==> src/rtl/fcode_exu_pkg.sv <==
package fcode_exu_pkg;

  localparam int FUNCT_W = 6;
  localparam int NUM_OPS = 7;

  localparam logic [FUNCT_W-1:0] FN_ADD = 6'd32;
  localparam logic [FUNCT_W-1:0] FN_SUB = 6'd34;
  localparam logic [FUNCT_W-1:0] FN_MUL = 6'd24;
  localparam logic [FUNCT_W-1:0] FN_AND = 6'd4;
  localparam logic [FUNCT_W-1:0] FN_SLL = 6'd2;
  localparam logic [FUNCT_W-1:0] FN_SRL = 6'd3;
  localparam logic [FUNCT_W-1:0] FN_NOT = 6'd5;

  // Strobes from the decoder to the datapath. Packed order fixes the
  // vector index used by the datapath merge: opAdd is bit 6, opNot bit 0.
  typedef struct packed {
    logic opAdd;
    logic opSub;
    logic opMul;
    logic opAnd;
    logic opSll;
    logic opSrl;
    logic opNot;
  } exuSel_t;

  localparam int IDX_ADD = 6;
  localparam int IDX_SUB = 5;
  localparam int IDX_MUL = 4;
  localparam int IDX_AND = 3;
  localparam int IDX_SLL = 2;
  localparam int IDX_SRL = 1;
  localparam int IDX_NOT = 0;

endpackage

==> src/rtl/fcode_exu_ctrl.sv <==
module fcode_exu_ctrl
  import fcode_exu_pkg::*;
(
  input  logic [FUNCT_W-1:0] funct,
  output exuSel_t            sel,
  output logic               opValid
);

  always_comb begin
    sel = '0;
    case (funct)
      FN_ADD:  sel.opAdd = 1'b1;
      FN_SUB:  sel.opSub = 1'b1;
      FN_MUL:  sel.opMul = 1'b1;
      FN_AND:  sel.opAnd = 1'b1;
      FN_SLL:  sel.opSll = 1'b1;
      FN_SRL:  sel.opSrl = 1'b1;
      FN_NOT:  sel.opNot = 1'b1;
      default: sel = '0;
    endcase
  end

  assign opValid = |sel;

  // at most one strobe may be active for any code
  always_comb begin
    a_r8_sel_onehot: assert ($onehot0(sel))
      else $error("a_r8_sel_onehot: several strobes active");
  end

endmodule

==> src/rtl/fcode_exu_dp.sv <==
module fcode_exu_dp
  import fcode_exu_pkg::*;
#(
  parameter int DATA_W = 32,
  localparam int SH_W  = $clog2(DATA_W)
) (
  input  logic [DATA_W-1:0] opA,
  input  logic [DATA_W-1:0] opB,
  input  logic [SH_W-1:0]   shAmt,
  input  exuSel_t           sel,
  output logic [DATA_W-1:0] result,
  output logic              isEqual
);

  logic [NUM_OPS-1:0] selVec;
  logic [DATA_W-1:0]  opRes [NUM_OPS];
  logic [DATA_W-1:0]  mergeChain [NUM_OPS+1];
  logic [2*DATA_W-1:0] fullProd;

  assign selVec   = sel;
  assign fullProd = opA * opB;

  assign opRes[IDX_ADD] = opA + opB;
  assign opRes[IDX_SUB] = opA - opB;
  assign opRes[IDX_MUL] = fullProd[DATA_W-1:0];
  assign opRes[IDX_AND] = opA & opB;
  assign opRes[IDX_SLL] = opB << shAmt;
  assign opRes[IDX_SRL] = opB >> shAmt;
  assign opRes[IDX_NOT] = ~opB;

  // AND-OR merge; an all-zero strobe vector yields zero
  assign mergeChain[0] = '0;
  for (genvar i = 0; i < NUM_OPS; i++) begin : g_merge
    assign mergeChain[i+1] = mergeChain[i] | (opRes[i] & {DATA_W{selVec[i]}});
  end
  assign result = mergeChain[NUM_OPS];

  assign isEqual = (opA == opB);

  // subtracting equal operands must give zero
  always_comb begin
    if (sel.opSub && isEqual)
      a_r2_sub_equal_zero: assert (result == '0)
        else $error("a_r2_sub_equal_zero: nonzero difference of equal operands");
  end

  // a logical right shift by a nonzero count clears the top bit
  always_comb begin
    if (sel.opSrl && shAmt != '0)
      a_r6_srl_zero_fill: assert (result[DATA_W-1] == 1'b0)
        else $error("a_r6_srl_zero_fill: sign bit filled");
  end

endmodule

==> src/rtl/fcode_exu.sv <==
module fcode_exu
  import fcode_exu_pkg::*;
#(
  parameter int DATA_W = 32,
  localparam int SH_W  = $clog2(DATA_W)
) (
  input  logic [DATA_W-1:0]  opA,
  input  logic [DATA_W-1:0]  opB,
  input  logic [SH_W-1:0]    shAmt,
  input  logic [FUNCT_W-1:0] funct,
  output logic [DATA_W-1:0]  result,
  output logic               opValid,
  output logic               isEqual
);

  exuSel_t selBus;

  fcode_exu_ctrl u_ctrl (
    .funct   (funct),
    .sel     (selBus),
    .opValid (opValid)
  );

  fcode_exu_dp #(.DATA_W(DATA_W)) u_dp (
    .opA     (opA),
    .opB     (opB),
    .shAmt   (shAmt),
    .sel     (selBus),
    .result  (result),
    .isEqual (isEqual)
  );

  // an unrecognised code must produce a zero result
  always_comb begin
    if (!opValid)
      a_r8_invalid_zero: assert (result == '0)
        else $error("a_r8_invalid_zero: result not cleared");
  end

  // the complement code must return ~opB at the port
  always_comb begin
    if (funct == FN_NOT)
      a_r7_cmpl_port: assert (result == ~opB && opValid)
        else $error("a_r7_cmpl_port: complement mismatch");
  end

  // an AND result never has bits that opB lacks
  always_comb begin
    if (funct == FN_AND)
      a_r4_and_subset: assert ((result & ~opB) == '0)
        else $error("a_r4_and_subset: stray bits");
  end

endmodule

==> config.mk <==
export PLATFORM = sky130hd
export DESIGN_NAME = fcode_exu
export DESIGN_NICKNAME = d
export VERILOG_FILES = /design/src/rtl/fcode_exu_pkg.sv /design/src/rtl/fcode_exu_ctrl.sv /design/src/rtl/fcode_exu_dp.sv /design/src/rtl/fcode_exu.sv
export SDC_FILE = /design/constraint.sdc
export NUM_CORES = 2
export LEC_CHECK = 0
export BUFFER_PORTS_ARGS = -buffer_cell sky130_fd_sc_hd__clkbuf_2
export CORE_MARGIN = 4
export CORE_UTILIZATION = 70
export DETAILED_ROUTE_END_ITERATION = 8
export PLACE_DENSITY_LB_ADDON = 0.2
export RECOVER_POWER = 25
export SYNTH_ARGS = -nofsm -noshare
export SYNTH_HDL_FRONTEND = slang
export SYNTH_SLANG_ARGS = --single-unit
export TNS_END_PERCENT = 100
==> constraint.sdc <==
create_clock -name vclk -period 21.5
set_input_delay 1.075 -clock vclk [all_inputs]
set_output_delay 1.075 -clock vclk [all_outputs]
set_load 0.02 [all_outputs]
==> flow_summary.toml <==
[timing]
fin_crit_sh_pct = 47.8
slew_viol_final = 76
maxSlewHeadroom_pct = -97.8
max_freq_mhz = 97.3
finalCriticalPeriod_ns = 10.28
hold_viol_final = 0
setup_tns_ns = 0
final-setup-viol-count = 0
worstMarginPinSlew_ns = 2.97
grt_setup_unrepaired = "no"
whs_ns = 2.69

[placed_design]
routabilityCongestion = 1.11
dp_hpwl_mm = 69.9
port_buffers = 109

[setup_path]
cp.arrival_ns = 9.20
cp-endpoint = "result[29]"
start_kind = "primary input"
crit_type = "primary input to output pin"
crit_required_ns = 20.43
worstSetupStartpoint = "opA[11]"
critPathMaxFanout = 22
critPathCaptureType = "output pin"

[floorplanning]
rows = 66
die_area_sq_um = 36600
floorplan.initialDensity_pct = 71.6
die_y_um = 191
core_area_sq_um = 32900
dieWidth_um = 191
io_pins = 109

[grt]
grt_use_total_pct = 52.3
grt_pass1_vias = 24528
use_met2_pct = 75.2
grtUsageMet1_pct = 62.1
use_met3_pct = 21.8
antenna_found_initial = 5
overflow = 0
grt_busiest_layer = "met2"
grt_pass1_wl_mm = 143
grt_max_degree = 77

[final_layout]
fin_nets = 3414
nFlopsAndLatches = 0
seqCellArea_sq_um = 0
drive_gt1_share_pct = 8.32
nClkBuffers = 0
areaGrowthSynthToFinish_pct = 2.29

[detailed_routing]
antenna_left = 0
firstDrtPassIters = 9
via_count = 22967
drt-initial-drc-count = 3409
wl_per_cell_um = 29.7
vias_per_cell = 7.20
drc = 0
routed_wl_mm = 94.7

[outcome]
violations = "max-capacitance violations, max-slew violations"
status = "finished with violations"

[yosys]
synth_warnings = 0
synth.avg_cell_area_sq_um = 8.42
ys_seq_area_share_pct = 0
syn_inst = 2794
syn-cell-area_sq_um = 23500
syn_nets = 3465
synthDistinctLibCells = 97

[job]
max_cap_viol_count = 2

[clock_network]
cts_resized = 0
ctsHoldBuffers = 0
post-cts-setup-buffer-count = 0

[hold_path]
hp-class = "primary input to output pin"
[cells in the final DEF, fill, tap and decap left out, types with 81 or more instances in the layout]
cell type,Yosys,routed
o21ai_0,93,93
inv_1,431,431
and2_1,278,278
a21oi_1,105,105
nor2_1,134,134
clkbuf_2,0,101
ha_1,186,186
mux2i_1,81,81
nand2_1,288,288
fa_1,410,410
[final cells by class]
class / instances / area [sq um]
Antenna cell: 6 / 15.0
Fill cell: 2359 / 8800
Inverter: 433 / 1630
Multi-Input combinational cell: 2165 / 21100
Tap cell: 442 / 553
Timing Repair Buffer: 143 / 790
[synth_stat cells, types with 6 or more instances]
cell | count | share of area, %
and3_1 | 15 | 0.40
fa_1 | 410 | 35
inv_1 | 431 | 6.9
a31oi_1 | 9 | 0.24
o221ai_1 | 18 | 0.67
a22oi_1 | 8 | 0.26
mux4_2 | 47 | 4.5
buf_2 | 29 | 0.62
nand2b_1 | 21 | 0.56
o311ai_0 | 6 | 0.22
nand4_1 | 8 | 0.21
o211ai_1 | 14 | 0.45
a21o_1 | 29 | 0.93
o221a_2 | 7 | 0.34
mux2i_1 | 81 | 3.4
nor2_1 | 134 | 2.1
a211o_1 | 8 | 0.30
nor4_1 | 7 | 0.19
and2_1 | 278 | 7.4
xor2_1 | 21 | 0.78
ha_1 | 186 | 9.9
buf_1 | 16 | 0.26
o21a_1 | 20 | 0.64
a211oi_1 | 17 | 0.54
nor3_1 | 26 | 0.55
xnor2_1 | 63 | 2.3
a21oi_1 | 105 | 2.2
or3_1 | 6 | 0.16
nand3_1 | 32 | 0.68
o22ai_1 | 17 | 0.45
nor2b_1 | 15 | 0.40
o31ai_1 | 9 | 0.29
nor3b_1 | 6 | 0.19
o21bai_1 | 8 | 0.26
a221o_1 | 12 | 0.51
a221oi_1 | 27 | 1.0
o21ai_1 | 9 | 0.19
clkbuf_1 | 141 | 2.2
o21ai_0 | 93 | 2.0
nand2_1 | 288 | 4.6
[stage by stage]
stage,instances,utilization (%),worst slack [ns],cell area (sq um)
2_1_floorplan,2794,-,12.53,23500
3_3_place_gp,3183,73.2,11.70,24100
4_1_cts,3183,73.2,11.53,24100
5_1_grt,3184,73.2,11.18,24100
3_5_place_dp,3183,73.2,11.54,24100
6_report,3189,73.2,11.22,24100
[worst max-delay path: stages]
cell and delay (ns):
clkbuf_2 0.55, ha_1 0.70, fa_1 0.51, inv_1 0.08, fa_1 0.44, fa_1 0.59, inv_1 0.07, fa_1 0.41
fa_1 0.48, fa_1 0.58, fa_1 0.43, fa_1 0.45, ha_1 0.36, and2_1 0.21, nand2_1 0.09, nor3_1 0.05
a2bb2oi_1 0.65, o211ai_1 0.33, a21oi_1 0.29, nor4b_1 0.08, a211oi_1 0.27, o221ai_1 0.25, clkbuf_2 0.22
[cell families (layout without fill, tap and decap cells)]
group	count (synthesis)	in the layout	share of synthesized area (%)
simple gates	867	867	18.6
xor+xnor	85	85	3.22
compound gates	481	481	14.4
mux	136	136	8.54
other cells	0	6	0
buf+inv	629	576	10.4
fa+ha+maj	596	596	44.8
[metal layers]
| layer | vias up | wire length [um] |
|---|---|---|
| met1 | 10917 | 29800 |
| met3 | 790 | 15900 |
| li1 | 9067 | - |
| met4 | 2 | 10300 |
| met5 | - | 7 |
| met2 | 2191 | 38600 |
[worst min-delay path by stage]
stage,slack (ns),end,from,cells after the start
3_5_place_dp,2.67,opValid,funct[5],3
4_1_cts,2.67,opValid,funct[5],3
3_3_place_gp,2.66,opValid,funct[5],3
6_report,2.69,opValid,funct[5],3
2_1_floorplan,2.49,opValid,funct[4],3
5_1_grt,2.71,opValid,funct[5],3
